`src/rtl/rx_pkg.sv`:
```
// Shared types for the oversampling serial receiver.
package rx_pkg;
    localparam int RX_DATA_W = 8;

    // One queue entry: status bits above the data byte.
    typedef struct packed {
        logic                 brk;
        logic                 ferr;
        logic                 perr;
        logic [RX_DATA_W-1:0] data;
    } rx_entry_t;

    localparam int RX_ENTRY_W = $bits(rx_entry_t);

    typedef enum logic [2:0] {
        ST_IDLE,
        ST_START,
        ST_DATA,
        ST_PAR,
        ST_STOP1,
        ST_STOP2,
        ST_WAIT_HI
    } rx_state_e;
endpackage

```
`src/rtl/rx_sync.sv`:
```
// Multi-stage synchronizer for the asynchronous serial input.
// Assumes: the input is idle high, so the stages reset to RESET_VAL.
module rx_sync #(
    parameter int   STAGES    = 2,
    parameter logic RESET_VAL = 1'b1
) (
    input  logic clk,
    input  logic rst_n,
    input  logic d_async,
    output logic q_sync
);
    logic [STAGES-1:0] chain;

    // Shift the raw line through the flop chain.
    always_ff @(posedge clk) begin
        if (!rst_n) chain <= {STAGES{RESET_VAL}};
        else        chain <= {chain[STAGES-2:0], d_async};
    end

    assign q_sync = chain[STAGES-1];
endmodule

```
`src/rtl/rx_deser.sv`:
```
// Character deserializer. It confirms the start bit at mid-bit, samples the
// data, parity and stop bits every OVS strobes, and classifies each character
// as good, parity fault, framing fault or break.
// Assumes: rx_s is already synchronous; the cfg_* inputs stay static while a
// character is being received.
module rx_deser
    import rx_pkg::*;
#(
    parameter int OVS = 16
) (
    input  logic      clk,
    input  logic      rst_n,
    input  logic      tick,
    input  logic      rx_s,
    input  logic [1:0] cfg_len,
    input  logic [1:0] cfg_par,
    input  logic      cfg_stop,
    output logic      out_vld,
    output rx_entry_t out_ent
);
    localparam int           CW   = $clog2(OVS);
    localparam logic [CW-1:0] MID  = CW'(OVS / 2 - 1);
    localparam logic [CW-1:0] LAST = CW'(OVS - 1);
    localparam int           IW   = $clog2(RX_DATA_W);

    rx_state_e            state;
    logic [CW-1:0]        cnt;
    logic [IW-1:0]        bit_idx;
    logic [RX_DATA_W-1:0] shreg;
    logic                 perr_q;
    logic                 allzero;
    logic [IW-1:0]        last_idx;
    logic                 at_sample;

    // Index of the final data bit for the chosen length (5..8 bits).
    assign last_idx  = IW'(4) + IW'(cfg_len);
    assign at_sample = tick && (cnt == LAST);

    // Receive state machine: start check, sampling and classification.
    always_ff @(posedge clk) begin
        if (!rst_n) begin
            state   <= ST_IDLE;
            cnt     <= '0;
            bit_idx <= '0;
            shreg   <= '0;
            perr_q  <= 1'b0;
            allzero <= 1'b0;
            out_vld <= 1'b0;
            out_ent <= '0;
        end else begin
            out_vld <= 1'b0;
            if (tick) begin
                case (state)
                    ST_IDLE: begin
                        if (!rx_s) begin
                            state <= ST_START;
                            cnt   <= '0;
                        end
                    end
                    ST_START: begin
                        if (rx_s) begin
                            state <= ST_IDLE;
                        end else if (cnt == MID) begin
                            state   <= ST_DATA;
                            cnt     <= '0;
                            bit_idx <= '0;
                            shreg   <= '0;
                            perr_q  <= 1'b0;
                            allzero <= 1'b1;
                        end else begin
                            cnt <= cnt + 1'b1;
                        end
                    end
                    ST_DATA: begin
                        if (at_sample) begin
                            cnt            <= '0;
                            shreg[bit_idx] <= rx_s;
                            if (rx_s) allzero <= 1'b0;
                            if (bit_idx == last_idx)
                                state <= cfg_par[1] ? ST_PAR : ST_STOP1;
                            else
                                bit_idx <= bit_idx + 1'b1;
                        end else begin
                            cnt <= cnt + 1'b1;
                        end
                    end
                    ST_PAR: begin
                        if (at_sample) begin
                            cnt    <= '0;
                            perr_q <= (^shreg) ^ rx_s ^ cfg_par[0];
                            if (rx_s) allzero <= 1'b0;
                            state  <= ST_STOP1;
                        end else begin
                            cnt <= cnt + 1'b1;
                        end
                    end
                    ST_STOP1: begin
                        if (at_sample) begin
                            cnt <= '0;
                            if (rx_s) begin
                                out_vld <= 1'b1;
                                out_ent <= '{brk: 1'b0, ferr: 1'b0, perr: perr_q, data: shreg};
                                state   <= ST_IDLE;
                            end else if (allzero && cfg_stop) begin
                                state <= ST_STOP2;
                            end else if (allzero) begin
                                out_vld <= 1'b1;
                                out_ent <= '{brk: 1'b1, ferr: 1'b0, perr: 1'b0, data: '0};
                                state   <= ST_WAIT_HI;
                            end else begin
                                out_vld <= 1'b1;
                                out_ent <= '{brk: 1'b0, ferr: 1'b1, perr: perr_q, data: shreg};
                                state   <= ST_WAIT_HI;
                            end
                        end else begin
                            cnt <= cnt + 1'b1;
                        end
                    end
                    ST_STOP2: begin
                        if (at_sample) begin
                            cnt     <= '0;
                            out_vld <= 1'b1;
                            if (rx_s) begin
                                out_ent <= '{brk: 1'b0, ferr: 1'b1, perr: perr_q, data: shreg};
                                state   <= ST_IDLE;
                            end else begin
                                out_ent <= '{brk: 1'b1, ferr: 1'b0, perr: 1'b0, data: '0};
                                state   <= ST_WAIT_HI;
                            end
                        end else begin
                            cnt <= cnt + 1'b1;
                        end
                    end
                    ST_WAIT_HI: begin
                        if (rx_s) state <= ST_IDLE;
                    end
                    default: state <= ST_IDLE;
                endcase
            end
        end
    end

    // a high sample during the start check returns to idle.
    p_false_start_r7: assert property (@(posedge clk) disable iff (!rst_n)
        (state == ST_START && tick && rx_s) |=> (state == ST_IDLE));

    // after a break entry, reception holds off until the line is high.
    p_break_holds_r8: assert property (@(posedge clk) disable iff (!rst_n)
        (out_vld && out_ent.brk) |-> (state == ST_WAIT_HI));

    // at most one entry per character.
    p_single_entry_r8: assert property (@(posedge clk) disable iff (!rst_n)
        out_vld |=> !out_vld);
endmodule

```
`src/rtl/rx_fifo.sv`:
```
// Synchronous queue with first-word fall-through. The head entry is always
// visible; pop removes it.
// Assumes: the caller never pushes when full or pops when empty.
module rx_fifo #(
    parameter int W     = 11,
    parameter int DEPTH = 16
) (
    input  logic         clk,
    input  logic         rst_n,
    input  logic         push,
    input  logic [W-1:0] wdata,
    input  logic         pop,
    output logic [W-1:0] head,
    output logic         full,
    output logic         empty
);
    localparam int AW = $clog2(DEPTH);

    logic [W-1:0] mem [DEPTH];
    logic [AW:0]  wp, rp;
    logic [AW:0]  level;

    // Write storage; the data needs no reset.
    always_ff @(posedge clk) begin
        if (push) mem[wp[AW-1:0]] <= wdata;
    end

    // Advance the read and write pointers.
    always_ff @(posedge clk) begin
        if (!rst_n) begin
            wp <= '0;
            rp <= '0;
        end else begin
            if (push) wp <= wp + 1'b1;
            if (pop)  rp <= rp + 1'b1;
        end
    end

    assign level = wp - rp;
    assign full  = (level == (AW+1)'(DEPTH));
    assign empty = (level == '0);
    assign head  = mem[rp[AW-1:0]];

    // never write into a full queue.
    p_no_overflow_r10: assert property (@(posedge clk) disable iff (!rst_n)
        push |-> !full);

    // never read from an empty queue.
    p_no_underflow_r9: assert property (@(posedge clk) disable iff (!rst_n)
        pop |-> !empty);

    // a push without a pop leaves the queue non-empty.
    p_fill_r9: assert property (@(posedge clk) disable iff (!rst_n)
        (push && !pop) |=> !empty);
endmodule

```
`src/rtl/uart_rx_errfifo.sv`:
```
// Top level: synchronizer, deserializer and the status queue, plus the sticky
// overrun flag.
// Assumes: tick16 is a single-cycle strobe at sixteen times the bit rate.
module uart_rx_errfifo
    import rx_pkg::*;
#(
    parameter int DEPTH       = 16,
    parameter int OVS         = 16,
    parameter int SYNC_STAGES = 2
) (
    input  logic       clk,
    input  logic       rst_n,
    input  logic       rx_serial,
    input  logic       tick16,
    input  logic [1:0] cfg_len,
    input  logic [1:0] cfg_par,
    input  logic       cfg_stop,
    input  logic       rd_en,
    output logic [7:0] rd_data,
    output logic       rd_perr,
    output logic       rd_ferr,
    output logic       rd_brk,
    output logic       data_ready,
    output logic       overrun,
    input  logic       ovr_ack
);
    logic      rx_s;
    logic      ch_vld;
    rx_entry_t ch_ent;
    rx_entry_t head;
    logic      q_full, q_empty, q_push, q_pop;

    rx_sync #(.STAGES(SYNC_STAGES), .RESET_VAL(1'b1)) u_sync (
        .clk(clk), .rst_n(rst_n), .d_async(rx_serial), .q_sync(rx_s)
    );

    rx_deser #(.OVS(OVS)) u_deser (
        .clk(clk), .rst_n(rst_n), .tick(tick16), .rx_s(rx_s),
        .cfg_len(cfg_len), .cfg_par(cfg_par), .cfg_stop(cfg_stop),
        .out_vld(ch_vld), .out_ent(ch_ent)
    );

    assign q_push = ch_vld && !q_full;
    assign q_pop  = rd_en && !q_empty;

    rx_fifo #(.W(RX_ENTRY_W), .DEPTH(DEPTH)) u_fifo (
        .clk(clk), .rst_n(rst_n), .push(q_push), .wdata(ch_ent),
        .pop(q_pop), .head(head), .full(q_full), .empty(q_empty)
    );

    // Set on a dropped character; cleared only by the acknowledge.
    always_ff @(posedge clk) begin
        if (!rst_n)                  overrun <= 1'b0;
        else if (ch_vld && q_full)   overrun <= 1'b1;
        else if (ovr_ack)            overrun <= 1'b0;
    end

    assign rd_data    = head.data;
    assign rd_perr    = head.perr;
    assign rd_ferr    = head.ferr;
    assign rd_brk     = head.brk;
    assign data_ready = !q_empty;

    // overrun stays set until acknowledged.
    p_ovr_hold_r10: assert property (@(posedge clk) disable iff (!rst_n)
        (overrun && !ovr_ack) |=> overrun);

    // a character finishing into a full queue raises overrun.
    p_ovr_set_r10: assert property (@(posedge clk) disable iff (!rst_n)
        (ch_vld && q_full) |=> overrun);

    // the flags read 0 on the cycle after reset.
    p_reset_r1: assert property (@(posedge clk)
        !rst_n |=> (!data_ready && !overrun));
endmodule

```
`config.mk`:
```
export PLATFORM = sky130hd
export DESIGN_NAME = uart_rx_errfifo
export DESIGN_NICKNAME = d
export VERILOG_FILES = /design/src/rtl/rx_pkg.sv /design/src/rtl/rx_sync.sv /design/src/rtl/rx_deser.sv /design/src/rtl/rx_fifo.sv /design/src/rtl/uart_rx_errfifo.sv
export SDC_FILE = /design/constraint.sdc
export NUM_CORES = 1
export LEC_CHECK = 0
export CAP_MARGIN = 15
export CORE_UTILIZATION = 47
export DETAILED_ROUTE_END_ITERATION = 7
export HOLD_SLACK_MARGIN = 0.02
export SYNTH_ARGS = -nofsm -noshare
export SYNTH_HDL_FRONTEND = slang
export SYNTH_SLANG_ARGS = --single-unit
```
`constraint.sdc`:
```
create_clock -name clk -period 3.1 [get_ports clk]
set_input_delay 0.31 -clock clk [delete_from_list [all_inputs] [get_ports clk]]
set_output_delay 0.31 -clock clk [all_outputs]
set_load 0.05 [all_outputs]
```
After elaboration in Yosys (flattened, before gate mapping). Memories as Yosys holds them, arrays and structs flattened. A register that Yosys moved wholly into a read port is not among the register bits. Cells that the tools add are included.

Add/sub/neg operators: 6. $lt $le $gt $ge: 2. Equality and inequality tests: 24. Mux-type cells: 58. Bitwise gates (word level): 2. Reduce and logical (&&, ||, !) cells: 27.

Operators by type and width (number): 2-to-1 mux 11 bit (6); 2-to-1 mux 3 bit (16); 2-to-1 mux 4 bit (6); 2-to-1 mux 8 bit (3); one-hot mux 11 bit (2 select lines) (1); one-hot mux 3 bit (7 select lines) (1); 2-to-1 mux 1 bit (16); != test 2 x 1 -> 1 bit (second input constant) (8); one-hot mux 8 bit (2 select lines) (1); AND reduction 5 bit (3); one-hot mux 4 bit (3 select lines) (1); AND reduction 6 bit (2); adder 5 x 1 -> 5 bit (second input constant) (2); nonzero test 2 bit (5); == test 3 bit (second input constant) (3); AND reduction 9 bit (1); bitwise mux 8 bit (1); != test 2 bit (second input constant) (4); XOR reduction 8 bit (1); == test 3 x 2 -> 1 bit (second input constant) (2); logical AND 1 bit (6); one-hot mux 1 bit (2 select lines) (3); one-hot mux 3 bit (2 select lines) (1); == test 5 bit (second input constant) (1); 23 further kinds (25).

Flip-flop bits (word level): 45. Memory bits (writable): 176. Input bits: 11. Output and inout port bits: 13. Word-level logic and storage cells: 135. Memories: 1.

Memory list: u_fifo.mem (depth 16, bits a word 11, rd ports 1, clocked after memory_dff 1, wr ports 1, line rx_fifo.sv:19) `logic [W-1:0] mem [DEPTH];`.

Logic depth before layout (Yosys ltp).
Depth in word-level cells: 7. Depth in mapped cells: 8. Mapped depth without buffers: 7.

Modules after synthesis. From an unflattened synthesis, not the netlist that was laid out.

Cells, all modules: 583. Area, all modules: 9281.4 um2.

By module, submodules not included: rx_fifo (times used 1, cells an instance 360, area each 7419.6 um2, sequential area each 5565.3 um2); rx_deser (times used 1, cells an instance 212, area each 1751.7 um2, sequential area each 640.6 um2); uart_rx_errfifo (times used 1, cells an instance 7, area each 57.6 um2, sequential area each 20.0 um2); rx_sync (times used 1, cells an instance 4, area each 52.6 um2, sequential area each 40.0 um2).

Worst setup path before layout. Ideal clock, no wire load.

Path kind: flip-flop to flip-flop. Start: reg u_fifo.rp[2]. End: mem u_fifo.mem[2][0], enable pin. Library setup time: 0.393 ns. Arrival: 2.289 ns. Data required time: 2.707 ns. Path slack: 0.418 ns. Stages on the path, launching flop included: 8. Buffers on the path: 0. Period minus slack after synthesis: 2.682 ns. Cells stage by stage: dfxtp_1 inv_1 ha_1 a21oi_1 a211o_1 a211o_1 nand3_1 nor3_1.

Word-level cells in the longest chain between the ends: 6.

Ends and longest elaborated chain: from (decl) (line rx_fifo.sv:20) `logic [AW:0] wp, rp;`; from (signal assigned) (line rx_fifo.sv:35) `if (pop) rp <= rp + 1'b1;`; subtractor 5 bit (line rx_fifo.sv:39) `assign level = wp - rp;`; == test 5 bit (line rx_fifo.sv:40) `assign full = (level == (AW+1)'(DEPTH));`; zero test 1 bit (line uart_rx_errfifo.sv:43) `assign q_push = ch_vld && !q_full;`; logical AND 1 bit (line uart_rx_errfifo.sv:43); 2-to-1 mux 1 bit (line rx_fifo.sv:25) `if (push) mem[wp[AW-1:0]] <= wdata;`; 2-to-1 mux 1 bit (not written as such) (line rx_fifo.sv:25); to (decl) (line rx_fifo.sv:19).

Every way passes these cells.

Worst setup path after layout.
Start: reg u_fifo.rp[2]. End: out data_ready.

Word-level cells in the longest chain between the ends: 3.

Ends and longest elaborated chain: subtractor 5 bit (line rx_fifo.sv:39); zero test 5 bit (line rx_fifo.sv:41) `assign empty = (level == '0);`; zero test 1 bit (line uart_rx_errfifo.sv:62) `assign data_ready = !q_empty;`; to (decl) (line uart_rx_errfifo.sv:23) `output logic data_ready,`.

Every way passes these cells.

==> reports/metrics.csv <==
stage,metric,value,unit
yosys,Synth top area share,56.85,%
flow_run,max cap viols,0,
route,1st-pass router iterations,4,
power,Power Density,637.0,nW/um2
timing,Max Freq,0.3339,GHz
power,Leak Pwr,2.997,nW
route,vias per cell,5.656,
cts,CTS tree,yes,
floorplanning,core area,19400,um2
setup_path,R2R cell count,7,
cts,Clock Path Buffers,3,
floorplanning,I/O pin count,24,
finish,fin cells,907,
cts,CTS H-Tree Depth,1,
min_path,min-delay src,rx_serial,
cts,Root Driver,clkbuf_16,
cts,CTS Buf Count,24,
route,# DRC,0,
route,drt first-iter violations,218,
timing,fin crit share,96.61,%
timing,worst slew pin tran,0.9742,ns
setup_path,critical path startpoint category,flop,
yosys,post-synth top area cell,edfxtp_1,
setup_path,Worst Path Max Fanout,8,
placed_design,placed inst area,9976,um2
setup_path,critical path type,flop to output pin,
setup_path,Critical Path End Type,output pin,
setup_path,Worst R2R Start,u_fifo.wp[0],
yosys,"count leader, synth",edfxtp_1,
placed_design,IO Port Bufs,23,
yosys,Async SR Flop Fraction,0,%
timing,post-route minimum period,2.995,ns
setup_path,r2r setup slk,0.43,ns
cts,Worst-path clk slew,0.06,ns
setup_path,r2r endpoint,u_fifo.mem[12][1],
setup_path,CP required,2.79,ns
yosys,synthesized area per cell,16.14,um2
placed_design,GPL Wtd Cong,0.8398,
timing,Worst Skew,0.01561,ns
setup_path,slowest CP cell,or4_1,
global_routing,number of global-route vias before repair,5048,
floorplanning,Die H,142.6,um
yosys,#FFs+latches synth,225,
min_path,hold crit path type,input pin to flop,
setup_path,Crit path top cell by count,inv_1,
global_routing,GRT Total Usage,19.45,%
yosys,sequential share of the synthesized area,67.40,%
setup_path,CP peak stage delay,0.53,ns
placed_design,DP Cell Count,861,
finish,Area Overhead vs Synth,15.26,%
global_routing,initial antenna violation count,0,
finish,# diodes,0,
min_path,Min-Delay Path Depth,2,
min_path,Hold EP,u_sync.chain[0],
cts,CTS sink count,225,
yosys,"EDFF count, synth",176,
global_routing,largest net degree at the start of global routing,45,
timing,hold slack final,0.3740,ns
yosys,Syn. warnings,0,
yosys,Post-Syn Instances,576,
setup_path,CP arrival,2.68,ns
timing,Final setup viols,0,
floorplanning,site row count,51,
finish,nets,646,
route,Post-DRT Antenna Nets,0,
yosys,most common flop cell mapped by yosys,edfxtp_1,
setup_path,critical path cell sequence,"inv_1, ha_4, and3b_1, or4_1, a211oi_2, buf_6, inv_1, buf_4",
timing,Worst slew margin,34.81,%
yosys,most instantiated cells after synthesis,"176 x edfxtp_1, 55 x mux4_2, 49 x dfxtp_1",
timing,Fin. Hold Viols,0,
power,Tot Pwr,6.826,mW
yosys,synthesized area,9296,um2
cts,Skew-Pair Late Insertion Delay,0.52,ns
global_routing,first-pass GRT wire length,29.37,mm
route,Post-Route WL,18.70,mm
power,Peak VDD IR,0.3364,mV
yosys,synth top area cells,"edfxtp_1 57%, mux4_2 13%, dfxtp_1 11%, nor2_1 1.6%, ha_1 1.5%",
floorplanning,Die X,142.6,um
route,vias post-DR,5130,
finish,final instance area,10720,um2
floorplanning,initial core utilization,47.92,%
placed_design,Detailed Place HPWL,12.09,mm
yosys,Yosys cell types,52,
timing,"Slew Viols, Final",0,
route,WL/cell,20.61,um
floorplanning,die area,20350,um2
timing,setup_tns,0,ns
yosys,Synthesized Nets,598,
global_routing,GRT Residual Overflow,0,
finish,layout cell share with drive strength beyond 1,24.30,%
status,status,"complete, no violations",
worst max-delay path by stage:
stage	from	end	slack [ns]	cells after the start
3_3_place_gp	u_fifo.rp[2]	u_fifo.mem[12][7]	0.46	7
5_1_grt	u_fifo.rp[2]	data_ready	-0.0001	8
2_1_floorplan	u_fifo.rp[2]	u_fifo.mem[2][0]	0.42	7
4_1_cts	u_fifo.rp[2]	data_ready	0.01	8
3_5_place_dp	u_fifo.rp[2]	u_fifo.mem[12][5]	0.33	7
6_report	u_fifo.rp[2]	data_ready	0.11	8
area by class of cell:
| type | count | area [um2] |
|---|---|---|
| multi-input cells | 301 | 2863 |
| well taps | 265 | 331.6 |
| clock inverters | 16 | 88.84 |
| repair buffers | 58 | 491.7 |
| fillers | 1547 | 8683 |
| inverters | 14 | 52.55 |
| flip-flops and latches | 225 | 6272 |
| clock buffers | 28 | 615.6 |
critical path: cells and delay by family (launching register included):
kind / cells / cell delay [ns]
AND/OR/NAND/NOR: 2 / 0.73
buffers and inverters: 4 / 0.51
adder cells (fa/ha/maj): 1 / 0.28
AO/OA/AOI/OAI: 1 / 0.30
flip-flops: 1 / 0.35
kinds of logic after synthesis:
family	after synthesis	synth area share (%)
compound gates	92	6.689
xor+xnor	16	1.803
fa+ha+maj	11	1.480
buf+inv	50	2.207
flops	225	67.40
mux	57	13.54
simple gates	125	6.878
what timing repair did:
item                       in CTS  in global routing
setup endpoints to repair       0                  7
resized for setup               0                  4
hold buffers                    0                  0
buffers inserted                0                  2
per-stage QoR:
step           util [%]  worst slack [ns]
3_3_place_gp      51.43            0.4646
6_report          55.24            0.1052
3_5_place_dp      51.43            0.3318
5_1_grt           55.24        -0.0001388
4_1_cts           55.06           0.01321
2_1_floorplan         -            0.4178
layer usage:
| layer | track usage (%) | up-vias | share of wire, % |
|---|---|---|---|
| met1 | 26.86 | 2620 | 45 |
| met4 | 4.018 | 0 | 1.7 |
| met5 | 0 | - | 0 |
| met2 | 32.71 | 103 | 49 |
| li1 | - | 2379 | - |
| met3 | 3.085 | 28 | 3.6 |
power breakdown:
part           internal (mW)  switching [mW]  leakage [nW]
sequential              3.24          0.0797          1.65
clock                   1.43            1.13         0.355
combinational          0.452           0.494         0.995
total                   5.12            1.71          3.00
flip-flops by register name, indices dropped and copies added, names as in the netlist, named ones only:
| name | count |
|---|---|
| u_fifo.mem | 176 |
| u_deser.out_ent | 11 |
| u_deser.shreg | 8 |
| u_fifo.rp | 5 |
| u_fifo.wp | 5 |
| u_deser.cnt | 4 |
| u_deser.bit_idx | 3 |
| u_deser.state | 3 |
| u_sync.chain | 2 |
| overrun | 1 |
| u_deser.allzero | 1 |
| u_deser.out_vld | 1 |
| u_deser.perr_q | 1 |
cell usage in the layout, fill, tap and decap left out, drive strengths merged, types with 6 or more instances in the layout:
cell | netlist | routed
edfxtp | 176 | 176
mux4 | 55 | 55
dfxtp | 49 | 49
buf | 13 | 47
nor2 | 40 | 40
clkbuf | 23 | 28
a21oi | 22 | 22
nand2 | 19 | 19
inv | 14 | 15
o21ai | 15 | 15
clkinv | 0 | 15
nand2b | 13 | 13
xnor2 | 12 | 12
nand3 | 12 | 12
clkdlybuf4s50 | 0 | 11
ha | 11 | 11
o211ai | 10 | 10
a22oi | 10 | 10
nor3 | 10 | 10
a31oi | 6 | 6
o31ai | 6 | 6
(Power assumes the default switching activity.)
